## src/rtl/tcap_pkg.sv

```systemverilog
package tcap_pkg;

    localparam int BYTE_W   = 8;
    localparam int FLAG_BIT = 7;

    typedef enum logic [2:0] {
        RK_IDLE,
        RK_FIRST,
        RK_MID,
        RK_LAST,
        RK_STATUS,
        RK_VOID
    } rd_kind_e;

    typedef struct packed {
        logic first;   // most significant byte read: closes interlock
        logic last;    // least significant byte read: opens interlock
        logic status;  // status byte read: arms flag clear
    } rd_req_t;

    function automatic logic edge_match(input logic rise, input logic now_lvl,
                                        input logic old_lvl);
        return rise ? (now_lvl & ~old_lvl) : (~now_lvl & old_lvl);
    endfunction

endpackage

```

## src/rtl/tcap_sync.sv

```systemverilog
module tcap_sync
    import tcap_pkg::*;
#(
    parameter int CNT_W  = 16,
    parameter int STAGES = 2
) (
    input  logic             clk,
    input  logic             rst,
    input  logic             pin_i,
    input  logic             rise_i,
    input  logic [CNT_W-1:0] cnt_i,
    output logic             hit_o,
    output logic [CNT_W-1:0] val_o
);

    logic [CNT_W-1:0]             cnt_prev_q;
    logic [STAGES-1:0]            lvl_q;
    logic [STAGES-1:0][CNT_W-1:0] snap_q;
    logic                         old_q;

    // Count snapshot travels beside the pin level, one stage per register.
    always_ff @(posedge clk) begin
        cnt_prev_q <= cnt_i;
        snap_q[0]  <= cnt_prev_q + CNT_W'(1);
        for (int s = 1; s < STAGES; s++) begin
            snap_q[s] <= snap_q[s-1];
        end
    end

    // On reset every stage takes the live level, so no edge is seen afterwards.
    always_ff @(posedge clk) begin
        if (rst) begin
            lvl_q <= {STAGES{pin_i}};
            old_q <= pin_i;
        end else begin
            lvl_q[0] <= pin_i;
            for (int s = 1; s < STAGES; s++) begin
                lvl_q[s] <= lvl_q[s-1];
            end
            old_q <= lvl_q[STAGES-1];
        end
    end

    assign hit_o = edge_match(rise_i, lvl_q[STAGES-1], old_q) & ~rst;
    assign val_o = snap_q[STAGES-1];

    AST_SYNC_QUIET_AFTER_RESET: assert property (@(posedge clk) rst |=> !hit_o) else $error("edge after reset");

endmodule

```

## src/rtl/tcap_decode.sv

```systemverilog
module tcap_decode
    import tcap_pkg::*;
#(
    parameter int NBYTES = 2,
    parameter int ADDR_W = 2
) (
    input  logic              rd_en,
    input  logic [ADDR_W-1:0] rd_addr,
    output rd_req_t           req_o
);

    rd_kind_e kind;

    always_comb begin
        if (!rd_en)                               kind = RK_IDLE;
        else if (rd_addr == ADDR_W'(0))           kind = RK_FIRST;
        else if (rd_addr == ADDR_W'(NBYTES - 1))  kind = RK_LAST;
        else if (rd_addr < ADDR_W'(NBYTES))       kind = RK_MID;
        else if (rd_addr == ADDR_W'(NBYTES))      kind = RK_STATUS;
        else                                      kind = RK_VOID;
    end

    always_comb begin
        req_o        = '0;
        req_o.first  = (kind == RK_FIRST);
        req_o.last   = (kind == RK_LAST);
        req_o.status = (kind == RK_STATUS);
    end

endmodule

```

## src/rtl/tcap_hold.sv

```systemverilog
module tcap_hold
    import tcap_pkg::*;
#(
    parameter int CNT_W = 16
) (
    input  logic             clk,
    input  logic             rst,
    input  logic             hit_i,
    input  logic [CNT_W-1:0] val_i,
    input  rd_req_t          req_i,
    output logic [CNT_W-1:0] cap_o,
    output logic             flag_o
);

    logic [CNT_W-1:0] cap_q;
    logic             lock_q;
    logic             arm_q;
    logic             flag_q;
    logic             blocked;
    logic             take;
    logic             clr;

    assign blocked = (lock_q | req_i.first) & ~req_i.last;
    assign take    = hit_i & ~blocked & ~rst;
    assign clr     = req_i.last & arm_q & flag_q;

    // Capture register has no reset: contents survive it.
    always_ff @(posedge clk) begin
        if (take) cap_q <= val_i;
    end

    always_ff @(posedge clk) begin
        if (rst) begin
            lock_q <= 1'b0;
            arm_q  <= 1'b0;
            flag_q <= 1'b0;
        end else begin
            if (req_i.last)       lock_q <= 1'b0;
            else if (req_i.first) lock_q <= 1'b1;

            if (clr)                          arm_q <= 1'b0;
            else if (req_i.status && flag_q)  arm_q <= 1'b1;

            if (take)     flag_q <= 1'b1;
            else if (clr) flag_q <= 1'b0;
        end
    end

    assign cap_o  = cap_q;
    assign flag_o = flag_q;

    AST_CAPTURE_VALUE: assert property (@(posedge clk) disable iff (rst) take |=> cap_q == $past(val_i)) else $error("capture value");
    AST_TAKE_SETS_FLAG: assert property (@(posedge clk) disable iff (rst) hit_i && !blocked |=> flag_q) else $error("flag not set");
    AST_FIRST_READ_LOCKS: assert property (@(posedge clk) disable iff (rst) req_i.first |=> lock_q) else $error("no lock");
    AST_LOCK_FREEZES: assert property (@(posedge clk) disable iff (rst) lock_q && !req_i.last |=> $stable(cap_q)) else $error("locked load");
    AST_SAME_CYCLE_FIRST_BLOCKS: assert property (@(posedge clk) disable iff (rst) hit_i && req_i.first |=> $stable(cap_q) && flag_q == $past(flag_q)) else $error("first read let capture in");
    AST_FLAG_CLEAR_SOURCE: assert property (@(posedge clk) disable iff (rst) !$past(rst) && $fell(flag_q) |-> $past(req_i.last && arm_q)) else $error("stray clear");

endmodule

```

## src/rtl/tcap_top.sv

```systemverilog
module tcap_top
    import tcap_pkg::*;
#(
    parameter int CNT_W  = 16,
    parameter int STAGES = 2,
    parameter int ADDR_W = $clog2(CNT_W / 8 + 2)
) (
    input  logic              clk,
    input  logic              rst,
    input  logic              cap_pin,
    input  logic              edge_rise,
    input  logic [CNT_W-1:0]  cnt_value,
    input  logic              rd_en,
    input  logic [ADDR_W-1:0] rd_addr,
    output logic [7:0]        rd_data,
    output logic              cap_flag
);

    localparam int NBYTES = CNT_W / BYTE_W;

    logic                          hit;
    logic [CNT_W-1:0]              val;
    logic [CNT_W-1:0]              cap;
    rd_req_t                       req;
    logic [NBYTES-1:0][BYTE_W-1:0] lane;

    tcap_sync #(.CNT_W(CNT_W), .STAGES(STAGES)) u_sync (
        .clk(clk), .rst(rst), .pin_i(cap_pin), .rise_i(edge_rise),
        .cnt_i(cnt_value), .hit_o(hit), .val_o(val)
    );

    tcap_decode #(.NBYTES(NBYTES), .ADDR_W(ADDR_W)) u_decode (
        .rd_en(rd_en), .rd_addr(rd_addr), .req_o(req)
    );

    tcap_hold #(.CNT_W(CNT_W)) u_hold (
        .clk(clk), .rst(rst), .hit_i(hit), .val_i(val), .req_i(req),
        .cap_o(cap), .flag_o(cap_flag)
    );

    // Offset 0 carries the most significant byte.
    for (genvar b = 0; b < NBYTES; b++) begin : g_lane
        assign lane[b] = cap[CNT_W-1-BYTE_W*b -: BYTE_W];
    end

    always_comb begin
        rd_data = '0;
        if (rd_en) begin
            for (int b = 0; b < NBYTES; b++) begin
                if (rd_addr == ADDR_W'(b)) rd_data = lane[b];
            end
            if (req.status) rd_data[FLAG_BIT] = cap_flag;
        end
    end

    AST_IDLE_BUS_ZERO: assert property (@(posedge clk) disable iff (rst) !rd_en || rd_addr > ADDR_W'(NBYTES) |-> rd_data == 8'h00) else $error("bus not zero");

endmodule

```

## config.mk

```make
export PLATFORM = sky130hd
export DESIGN_NAME = tcap_top
export DESIGN_NICKNAME = d
export VERILOG_FILES = /design/src/rtl/tcap_pkg.sv /design/src/rtl/tcap_sync.sv /design/src/rtl/tcap_decode.sv /design/src/rtl/tcap_hold.sv /design/src/rtl/tcap_top.sv
export SDC_FILE = /design/constraint.sdc
export NUM_CORES = 1
export LEC_CHECK = 0
export BUFFER_PORTS_ARGS = -buffer_cell sky130_fd_sc_hd__buf_2
export CAP_MARGIN = 30
export CELL_PAD_IN_SITES_DETAIL_PLACEMENT = 0
export CELL_PAD_IN_SITES_GLOBAL_PLACEMENT = 1
export CORE_UTILIZATION = 44
export DETAILED_ROUTE_END_ITERATION = 6
export PLACE_DENSITY = 0.79
export SKIP_CTS_REPAIR_TIMING = 1
export SLEW_MARGIN = 25
export SYNTH_ARGS = -nofsm -noshare
export SYNTH_HDL_FRONTEND = slang
export SYNTH_SLANG_ARGS = --single-unit
```

## constraint.sdc

```tcl
create_clock -name clk -period 2.4 [get_ports clk]
set_input_delay 0.48 -clock clk [delete_from_list [all_inputs] [get_ports clk]]
set_output_delay 0.48 -clock clk [all_outputs]
set_load 0.02 [all_outputs]
```

==> results.toml <==
[status]
status = "completed"

[die]
die_area_um2 = 5130
dieWidth_um = 71.6
start_util = 0.473
rows = 24
core_um2 = 4500
fp.dieH_um = 71.6
io_pins = 32

[cells_and_area]
final_net_count = 220
num_antenna_cells = 0
final_cell_area_um2 = 2580
area_growth_pct = 21.2
fillCellCount = 376
drive_above_1_share = 0.264

[yosys]
synth_seq_area_share = 0.733
ys_ff_latch = 70
synth_cell_types = 27
yosys.area.top_type = "dfxtp_1"
post_synth.cell_area_avg_um2 = 13.7
syn_nets = 179
syn_area_um2 = 2130
synth_warnings = 0
synthTopCellsByArea = "dfxtp_1, edfxtp_1, xor2_1"
synth.top_cell.area_share = 0.507
syn_inst = 155

[routing]
detail-route-antenna-nets = 0
drc_errors = 0
drtPass1Iterations = 4
vias_per_cell = 4.76
wl_per_cell_um = 11.6
vias = 1205
drt_iter0_markers = 16
drt_wl_total_um = 2930

[placement]
place_ws_ns = 0.525
place_area_um2 = 2350
io_buffers = 31
gp_congestion = 0.784
hpwlAfterDp_um = 2060

[grt]
grt_pass1_wl_um = 5090
overflow = 0
grt_usage = 0.136
grt_pass1_vias = 1209
grt_max_degree = 17
grt_antenna_before_repair = 0

[sta]
timing.fmax_mhz = 536
setup_tns_ns = 0
hold-worst-slack_ns = 0.247
drv_slew = 0
fin_crit_sh = 0.777
rsz0062_at_grt = "false"
hold_viol = 0
worstMarginPinSlew_ns = 0.357
setup_viol = 0
final.min_clock_period_ns = 1.87
worst_slack_ns = 0.534
relSlewSlack = 0.761
finalClockSkew_ns = 0.00716

[setup_path]
startpoint_type = "input port"
crit_end = "rd_data[7]"
worstPathRequired_ns = 1.92
crit_start = "rd_addr[0]"
ff2ff_setup_slack_ns = 0.82
cp_max_fo = 13
worstSetupPathType = "in -> out"
timing.rr.end = "u_hold.cap_o[9]"
cp_data_arrival_time_ns = 1.39
r2r_cells = 4
r2r-start = "u_sync.lvl_q[1]"
end_kind = "output port"

[worst_hold_path]
hp-class = "in -> reg"
min_path_cells = 1

[clock_network]
cts_tree = "yes"
clock_latency_ns = 0.33
cts_buffers = 9
clk_pin_slew_ns = 0.07
clockRootBuffer = "clkbuf_8"
cts_buffer_depth = 2
cts_sinks = 70
cts_max_level = 3

[power]
p_leak_nw = 1.09
ir_drop_uv = 586
p_per_area_nw_per_um2 = 948

[job]
cap_violations = 0
## synthesized netlist by cell type
library cell  number
inv_1              6
clkbuf_1           1
o21ai_0            5
nor4_2             4
and2_1             1
nand4_4            1
nand2b_1           1
or3b_1             1
nand4_1            2
edfxtp_1          16
buf_2              1
mux2i_1            8
xnor2_1            4
nand3b_1           1
a21oi_1            1
xor2_1            10
nor2_1            11
nor2b_1            2
a21o_1             2
a211oi_1           1
nand3_1            6
dfxtp_1           54
o22ai_1            1
and3b_1            2
nand2_1            8
ha_1               1
nor3_1             4
## per-layer routing
layer,global-route usage,wire (um),vias to the layer above
li1,-,-,609
met1,0.135,1200,551
met2,0.223,1460,35
met3,0.0591,172,10
met4,0.107,93,0
met5,0,0,-
## placed cells by master, fill, tap and decap left out
| cell type | instances |
|---|---|
| xor2_1 | 10 |
| edfxtp_1 | 16 |
| nand4_1 | 2 |
| inv_1 | 6 |
| o21ai_0 | 5 |
| o22ai_1 | 1 |
| nand4_4 | 1 |
| or3b_1 | 1 |
| dfxtp_1 | 54 |
| nor3_1 | 4 |
| buf_4 | 1 |
| nand3b_1 | 1 |
| nand2_1 | 8 |
| nand3_1 | 6 |
| a21o_1 | 2 |
| and3b_1 | 2 |
| clkinv_2 | 1 |
| nor2b_1 | 2 |
| ha_1 | 1 |
| mux2i_1 | 8 |
| clkinvlp_4 | 1 |
| clkinv_4 | 1 |
| nor2_1 | 11 |
| nand2b_1 | 1 |
| nor4_2 | 4 |
| clkbuf_8 | 11 |
| xnor2_1 | 4 |
| a211oi_1 | 1 |
| buf_2 | 31 |
| and2_1 | 1 |
| a21oi_1 | 1 |
| bufinv_16 | 2 |
## area by class of cell
cell class	instances	area [um^2]	share of cell area
Sequential cell	70	1560	0.605
Multi-Input combinational cell	77	538	0.208
Timing Repair Buffer	32	163	0.0630
Clock buffer	11	151	0.0586
Clock inverter	5	81.3	0.0315
Tap cell	52	65.1	0.0252
Inverter	6	22.5	0.00872
## worst min-delay path by stage
| stage | start | endpoint | slack (ns) |
|---|---|---|---|
| after CTS | cnt_value[5] | u_sync.cnt_prev_q[5] | 0.23 |
| after global routing | cnt_value[2] | u_sync.cnt_prev_q[2] | 0.22 |
| after detailed placement | u_sync.snap_q[4] | u_sync.val_o[4] | 0.31 |
| final | cnt_value[8] | u_sync.cnt_prev_q[8] | 0.25 |
| after floorplan | u_sync.snap_q[0] | u_sync.val_o[0] | 0.31 |
| after global placement | u_sync.snap_q[2] | u_sync.val_o[2] | 0.31 |
## sequential cells by signal, summed over array words and instances (netlist names)
name               count
u_sync.lvl_q           2
u_hold.arm_q           1
u_hold.lock_q          1
u_sync.old_q           1
u_hold.cap_o          16
u_hold.flag_o          1
u_sync.snap_q         16
u_sync.val_o          16
u_sync.cnt_prev_q     16
## worst max-delay path, stage by stage
cell and delay, ns:
buf_2 0.26, mux2i_1 0.24, o22ai_1 0.10, and2_1 0.16, buf_2 0.15
## power breakdown
group	total (mW)	internal [mW]	switching (mW)	leakage, nW
Combinational	0.0990	0.0459	0.0532	0.370
Clock	1.04	0.641	0.404	0.116
Sequential	1.30	1.27	0.0304	0.601
## logic make-up after synthesis
kind of cell | after synthesis | share of synthesized area
fa+ha+maj | 1 | 0.00587
compound gates | 10 | 0.0276
simple gates | 44 | 0.124
buf+inv | 8 | 0.0147
flops | 70 | 0.733
mux | 8 | 0.0376
xor+xnor | 14 | 0.0575
## per-stage QoR
| stage | total power [mW] | std cells | utilization |
|---|---|---|---|
| global placement | 1.42 | 237 | 0.522 |
| global route | 2.55 | 253 | 0.573 |
| detailed placement | 1.43 | 237 | 0.522 |
| finish | 2.45 | 253 | 0.573 |
| CTS | 2.47 | 253 | 0.573 |
| floorplan | 1.38 | 155 | - |
Note: power is estimated with default switching activity, not from simulation.
